[config.mk]
export PLATFORM = sky130hd
export DESIGN_NAME = adc_ref_cal
export DESIGN_NICKNAME = d
export VERILOG_FILES = /design/src/rtl/adc_ref_cal.sv
export SDC_FILE = /design/constraint.sdc
export NUM_CORES = 1
export LEC_CHECK = 0
export ABC_AREA = 0
export BUFFER_PORTS_ARGS = -buffer_cell sky130_fd_sc_hd__buf_4
export CORE_AREA = 2 2 87 89
export CTS_CLUSTER_DIAMETER = 100
export DETAILED_ROUTE_END_ITERATION = 16
export DIE_AREA = 0 0 89 91
export MAX_ROUTING_LAYER = met4
export PLACE_DENSITY = 0.56
export SYNTH_ARGS = -nofsm -noshare
export SYNTH_HDL_FRONTEND = slang
export SYNTH_SLANG_ARGS = --single-unit
export TNS_END_PERCENT = 5
[constraint.sdc]
create_clock -name clk -period 4.8 [get_ports clk]
set_input_delay 0 -clock clk [delete_from_list [all_inputs] [get_ports clk]]
set_output_delay 0 -clock clk [all_outputs]
set_load 0.02 [all_outputs]
[src/rtl/adc_ref_cal.sv]
module adc_ref_cal #(
  parameter int SMP_W  = 3,
  parameter int ACC_W  = 24,
  parameter int OUT_W  = 5,
  parameter int STEP_W = 8
) (
  input  logic              clk,
  input  logic              rst_n,
  input  logic              sample_valid,
  input  logic [SMP_W-1:0]  i_code,
  input  logic [SMP_W-1:0]  q_code,
  input  logic              rx_enable,
  input  logic              tracking,
  input  logic [1:0]        cal_mode,
  input  logic [STEP_W-1:0] step_pos,
  input  logic [STEP_W-1:0] step_neg,
  input  logic              update_tick,
  output logic [OUT_W-1:0]  cal_dac
);
  localparam logic [SMP_W-1:0] FS_POS  = {1'b0, {(SMP_W-1){1'b1}}};
  localparam logic [SMP_W-1:0] FS_NEG  = {1'b1, {(SMP_W-1){1'b0}}};
  localparam logic [ACC_W-1:0] ACC_MID = {1'b1, {(ACC_W-1){1'b0}}};
  localparam logic [OUT_W-1:0] OUT_MID = {1'b1, {(OUT_W-1){1'b0}}};
  localparam int               EXT_W   = ACC_W + 2 - STEP_W;

  logic [ACC_W-1:0]        acc;
  logic [ACC_W-1:0]        acc_next;
  logic signed [ACC_W+1:0] step_x;
  logic signed [ACC_W+1:0] sum;
  logic [STEP_W-1:0]       step;
  logic                    hit;
  logic                    cal_off;
  logic                    adapt;

  assign hit = (i_code == FS_POS) || (i_code == FS_NEG) ||
               (q_code == FS_POS) || (q_code == FS_NEG);
  assign step    = hit ? step_pos : step_neg;
  assign step_x  = {{EXT_W{step[STEP_W-1]}}, step};
  assign sum     = $signed({2'b00, acc}) + step_x;
  assign acc_next = sum[ACC_W+1] ? '0 : (sum[ACC_W] ? '1 : sum[ACC_W-1:0]);

  assign cal_off = !cal_mode[1];
  assign adapt   = rx_enable && (cal_mode[0] || tracking);

  always_ff @(posedge clk) begin
    if (!rst_n || cal_off) begin
      acc     <= ACC_MID;
      cal_dac <= OUT_MID;
    end else begin
      if (update_tick)
        cal_dac <= acc[ACC_W-1 -: OUT_W];
      if (adapt && sample_valid)
        acc <= acc_next;
    end
  end
endmodule

After elaboration in Yosys (flattened, before gate mapping)

Cells that the tools add are included.
Widths: inputs -> output; s select.

$add $sub $neg: 1
Equal/unequal tests: 4
Multiplexer cells: 3
Reduce and logical (&&, ||, !) cells: 9

Operators with widths:

| cell               | count |
|---|---|
| $mux 24            | 2 |
| $add 25x8->26      | 1 |
| $mux 8             | 1 |
| $eq 3x2->1 const B | 2 |
| $eq 3x3->1 const B | 2 |
| $logic_or 1x1->1   | 5 |
| $logic_and 1x1->1  | 2 |
| $logic_not 1->1    | 2 |

Output and inout port bits: 5
Logic and storage cells: 19
Input bits: 30
Flip-flop bits (word level): 29

Longest topological paths before layout

Depth in word-level cells: 8
Depth in mapped cells: 16
Mapped depth without buffers: 15

Least setup slack after synthesis

OpenSTA, ideal clock, no wires.

Path kind: input to register
Start point: input port q_code[2]
End point: register acc[21]
Setup slack: 1.618 ns
Path buffers: 2
Data required time: 4.676 ns
Cell stages on the path: 16
Arrival: 3.058 ns
Setup time: 0.124 ns
Cells stage by stage: and3b_1 > a21oi_1 > a21bo_2 > and2_1 > inv_1 > ha_1 > buf_2 > a211o_1 > a21oi_1 > o21ai_1 > a311oi_2 > mux2i_1 > nand3b_4 > buf_6 > a41oi_2 > o31ai_1

Longest elaborated chain between the ends: 7
Elaborated cells on any way between the ends: 8
Classes of those cells: add/sub: 1; eq/ne: 2; mux: 3; reduce/logical: 2

RTL lines:

| what                 | RTL line | RTL |
|---|---|---|
| from (decl)          | 11       | `input logic [SMP_W-1:0] q_code,` |
| $eq 3x2->1           | 36       | `(q_code == FS_POS) \|\| (q_code == FS_NEG);` |
| $logic_or 1x1->1     | 35       | `assign hit = (i_code == FS_POS) \|\| (i_code == FS_NEG) \|\|` |
| $logic_or 1x1->1 (*) | 36       |  |
| $mux 8 (*)           | 37       | `assign step = hit ? step_pos : step_neg;` |
| $add 25x8->26 (*)    | 39       | `assign sum = $signed({2'b00, acc}) + step_x;` |
| $mux 24              | 40       | `assign acc_next = sum[ACC_W+1] ? '0 : (sum[ACC_W] ? '1 : sum[ACC_W-1:0]);` |
| $mux 24 (*)          | 40       |  |
| to (signal assigned) | 53       | `acc <= acc_next;` |
| to (decl)            | 26       | `logic [ACC_W-1:0] acc;` |

Every way passes the cells marked *; elsewhere a longest branch is shown, timed or not.
A chain may end at the register's enable or synchronous reset.

Final worst setup path

Start point: input port i_code[1]
End point: register acc[22]

Longest elaborated chain between the ends: 8
Elaborated cells on any way between the ends: 9
Classes of those cells: add/sub: 1; eq/ne: 2; mux: 3; reduce/logical: 3

RTL lines:

| what                                            | RTL line | RTL |
|---|---|---|
| from (decl)                                     | 10       | `input logic [SMP_W-1:0] i_code,` |
| $eq 3x2->1 / $eq 3x3->1 (equally long branches) | 35       |  |
| $logic_or 1x1->1 (*) (2 in series)              | 35       |  |
| $logic_or 1x1->1 (*)                            | 36       |  |
| $mux 8 (*)                                      | 37       |  |
| $add 25x8->26 (*)                               | 39       |  |
| $mux 24                                         | 40       |  |
| $mux 24 (*)                                     | 40       |  |

Marked as above.

==> results_dict.tcl <==
set metrics [dict create \
    status "finished clean" \
    hp-class "input port to flip-flop" \
    power_density_mw_per_mm2 237.1 \
    netlist.area_leader.share 0.2100 \
    cp_slowest_stage_delay_ns 0.49 \
    cp_cell_sequence "buf_4 -> and3b_1 -> a21oi_1 -> nand2_1 -> mux2_2 -> ha_1 -> inv_1 -> fa_1 -> nor2b_4 -> o2111ai_2 -> a31oi_4 -> o2111ai_4 -> nand4_1 -> nand3b_4 -> nor4_1 -> o21ai_2" \
    grt_use_total 0.1724 \
    grt_pass1_vias 2359 \
    hold_buffers 2 \
    fin_setup_tns_ns 0 \
    syn_avg_cell_area_um2 8.405 \
    start_util 0.3874 \
    syn_area_mm2 0.002765 \
    overflow 0 \
    post_cts_resized 0 \
    top_layer_used "met4" \
    clk_pin_slew_worst_paths_ns 0.07 \
    cts_tree "done" \
    place_congestion 0.7945 \
    seq_power_share 0.331 \
    synth_area_leaders "dfxtp_1 21%, ha_1 12%, o21ai_2 6.7%" \
    slew_viol_final 0 \
    rsz0062_at_grt "no" \
    worstMarginPinSlew_ns 0.6669 \
    endpoint_kind "flip-flop" \
    vias 2471 \
    fin_cells 465 \
    via_per_inst 5.314 \
    ioPinCount 35 \
    finalCritPeriodShare 0.7038 \
    clock.fmax_ghz 0.2960 \
    synth_top_cell_by_area "dfxtp_1" \
    syn_inst 329 \
    arrival_ns 3.55 \
    htreeDepth 2 \
    die_area_mm2 0.008099 \
    cts_setup_buffers 0 \
    synth_commonest_cells "39 x nand2_1, 37 x nor2_1, 29 x dfxtp_1" \
    wl_met2_um 3129 \
    synth-main-ff-cell "dfxtp_1" \
    ant_nets 0 \
    cts_buffers 5 \
    grt_pass1_wl_um 10890 \
    yosysMostFrequentCell "nand2_1" \
    area_delta_synth_final_pct 16.02 \
    dp_hpwl_um 4751 \
    hold_viol_final 0 \
    cp.required_ns 4.97 \
    ys_seq_elements 29 \
    crit_path_start_kind "input port" \
    synth_nets 386 \
    wl_per_cell_um 13.63 \
    slew_headroom 0.5496 \
    swShare 0.3519 \
    antenna_found_initial 0 \
    ir_drop_v 0.0001286 \
    fin_nets 422 \
    internal-power_mw 0.4929 \
    wl_met1_um 2987 \
    cp_slowest_cell "nor4_1" \
    drt-pass1-iter-count 4 \
    core_mm2 0.007137 \
    leakagePower_nw 1.467 \
    ys_seq_area_frac 0.2100 \
    clockPowerShare 0.306 \
    drt_iter0_drc 64 \
    cp_top_family "simple AND/OR/NAND/NOR gates" \
    finalSetupViolations 0 \
    die_x_um 89 \
    drive_gt1_frac 0.2568 \
    skew_ns 0.005837 \
    yosysWarnings 0 \
    p_comb_frac 0.364 \
    worst_skew_pair.late_latency_ns 0.28 \
    cts.sinks 29 \
    routed-wl-met3_um 156 \
    die_h_um 91 \
    drc 0 \
    antenna-diode-count 0 \
    root_buffer "clkbuf_8" \
    dp.cells 455 \
    critPathMaxFanout 24 \
    synthDistinctLibCells 66 \
    synth_edf_count 0 \
    p_switching_mw 0.2676 \
    fin_crit_ns 3.378 \
    asyncSetResetFlopFracSynth 0 \
    grt_max_degree 25 \
    crit_type "input port to flip-flop" \
    cts.path.max_buffers 2 \
    port_buffers 34 \
    maxCapViolations 0 \
    crit_buf_inv 2 \
    routed_wl_um 6340 \
    row_count 31 \
]
cells in the final DEF, fill, tap and decap left out, types with 5 or more instances in the layout:
| cell | count |
|---|---|
| clkbuf_8 | 7 |
| dfxtp_1 | 29 |
| buf_4 | 36 |
| mux2_2 | 8 |
| ha_1 | 26 |
| nor2_1 | 37 |
| o21ai_2 | 21 |
| xor2_1 | 7 |
| nand2_1 | 39 |
| a21oi_1 | 26 |
| o21ai_0 | 5 |
| xnor2_1 | 8 |
| mux2i_1 | 7 |
| inv_1 | 12 |
| and2_1 | 7 |
| a21o_1 | 9 |
state kept, by name, indices dropped and copies added, names as in the netlist:
| register | flops |
|---|---|
| cal_dac | 5 |
| acc | 24 |
worst min-delay path, stage by stage:
cell and delay, ns:
buf_4 0.14, mux2i_1 0.08, nor2_1 0.08
metal layers:
metal | global-route usage | vias to the layer above
li1 | - | 1284
met1 | 0.2227 | 1150
met2 | 0.2761 | 30
met3 | 0.02818 | 7
met4 | 0.04975 | 0
met5 | - | -
worst paths after layout:
kind	end	slack, ns	startpoint	cells after the start
worst max-delay path	acc[22]	1.42	i_code[1]	16
worst min-delay path	cal_dac[1]	0.04	update_tick	3
worst max register to register	acc[22]	1.83	acc[22]	9
worst min register to register	acc[14]	0.46	acc[14]	2
cells by family after synthesis:
kind of cell | count (synthesis) | share of synthesized area
fa+ha+maj | 27 | 0.1249
simple gates | 121 | 0.2262
compound gates | 100 | 0.2855
xor+xnor | 15 | 0.04751
flops | 29 | 0.2100
mux | 16 | 0.06335
buf+inv | 21 | 0.04253
per-stage QoR:
step | cell area (µm²) | setup slack, ns | power (mW) | hold slack (ns) | utilization
2_1_floorplan | 2765 | 1.618 | 0.4744 | 0.07183 | -
3_3_place_gp | 3087 | 1.125 | 0.5320 | 0.1921 | 0.4325
3_5_place_dp | 3087 | 1.082 | 0.5334 | 0.1977 | 0.4325
4_1_cts | 3208 | 1.377 | 0.7673 | 0.03414 | 0.4495
5_1_grt | 3208 | 1.078 | 0.8097 | 0.04916 | 0.4495
6_report | 3208 | 1.422 | 0.7605 | 0.04418 | 0.4495
power by group through the flow:
| stage | clock network (mW) | registers, mW | logic, mW |
|---|---|---|---|
| floorplan | 0 | 0.256 | 0.218 |
| finish | 0.232 | 0.252 | 0.277 |
| CTS | 0.237 | 0.252 | 0.278 |
| detailed placement | 0 | 0.257 | 0.276 |
| global route | 0.247 | 0.252 | 0.310 |
| global placement | 0 | 0.257 | 0.275 |
area by class of cell:
class                      instances  area (µm²)
timing repair buffer              38       290.3
clock buffer                       7       96.34
fill                             741        3929
sequential                        29       580.6
tap                               99       123.9
multi-input combinational        279        2067
inverter                          12       45.04
clock inverter                     1       5.005
Note: power is estimated with default switching activity, not from simulation.
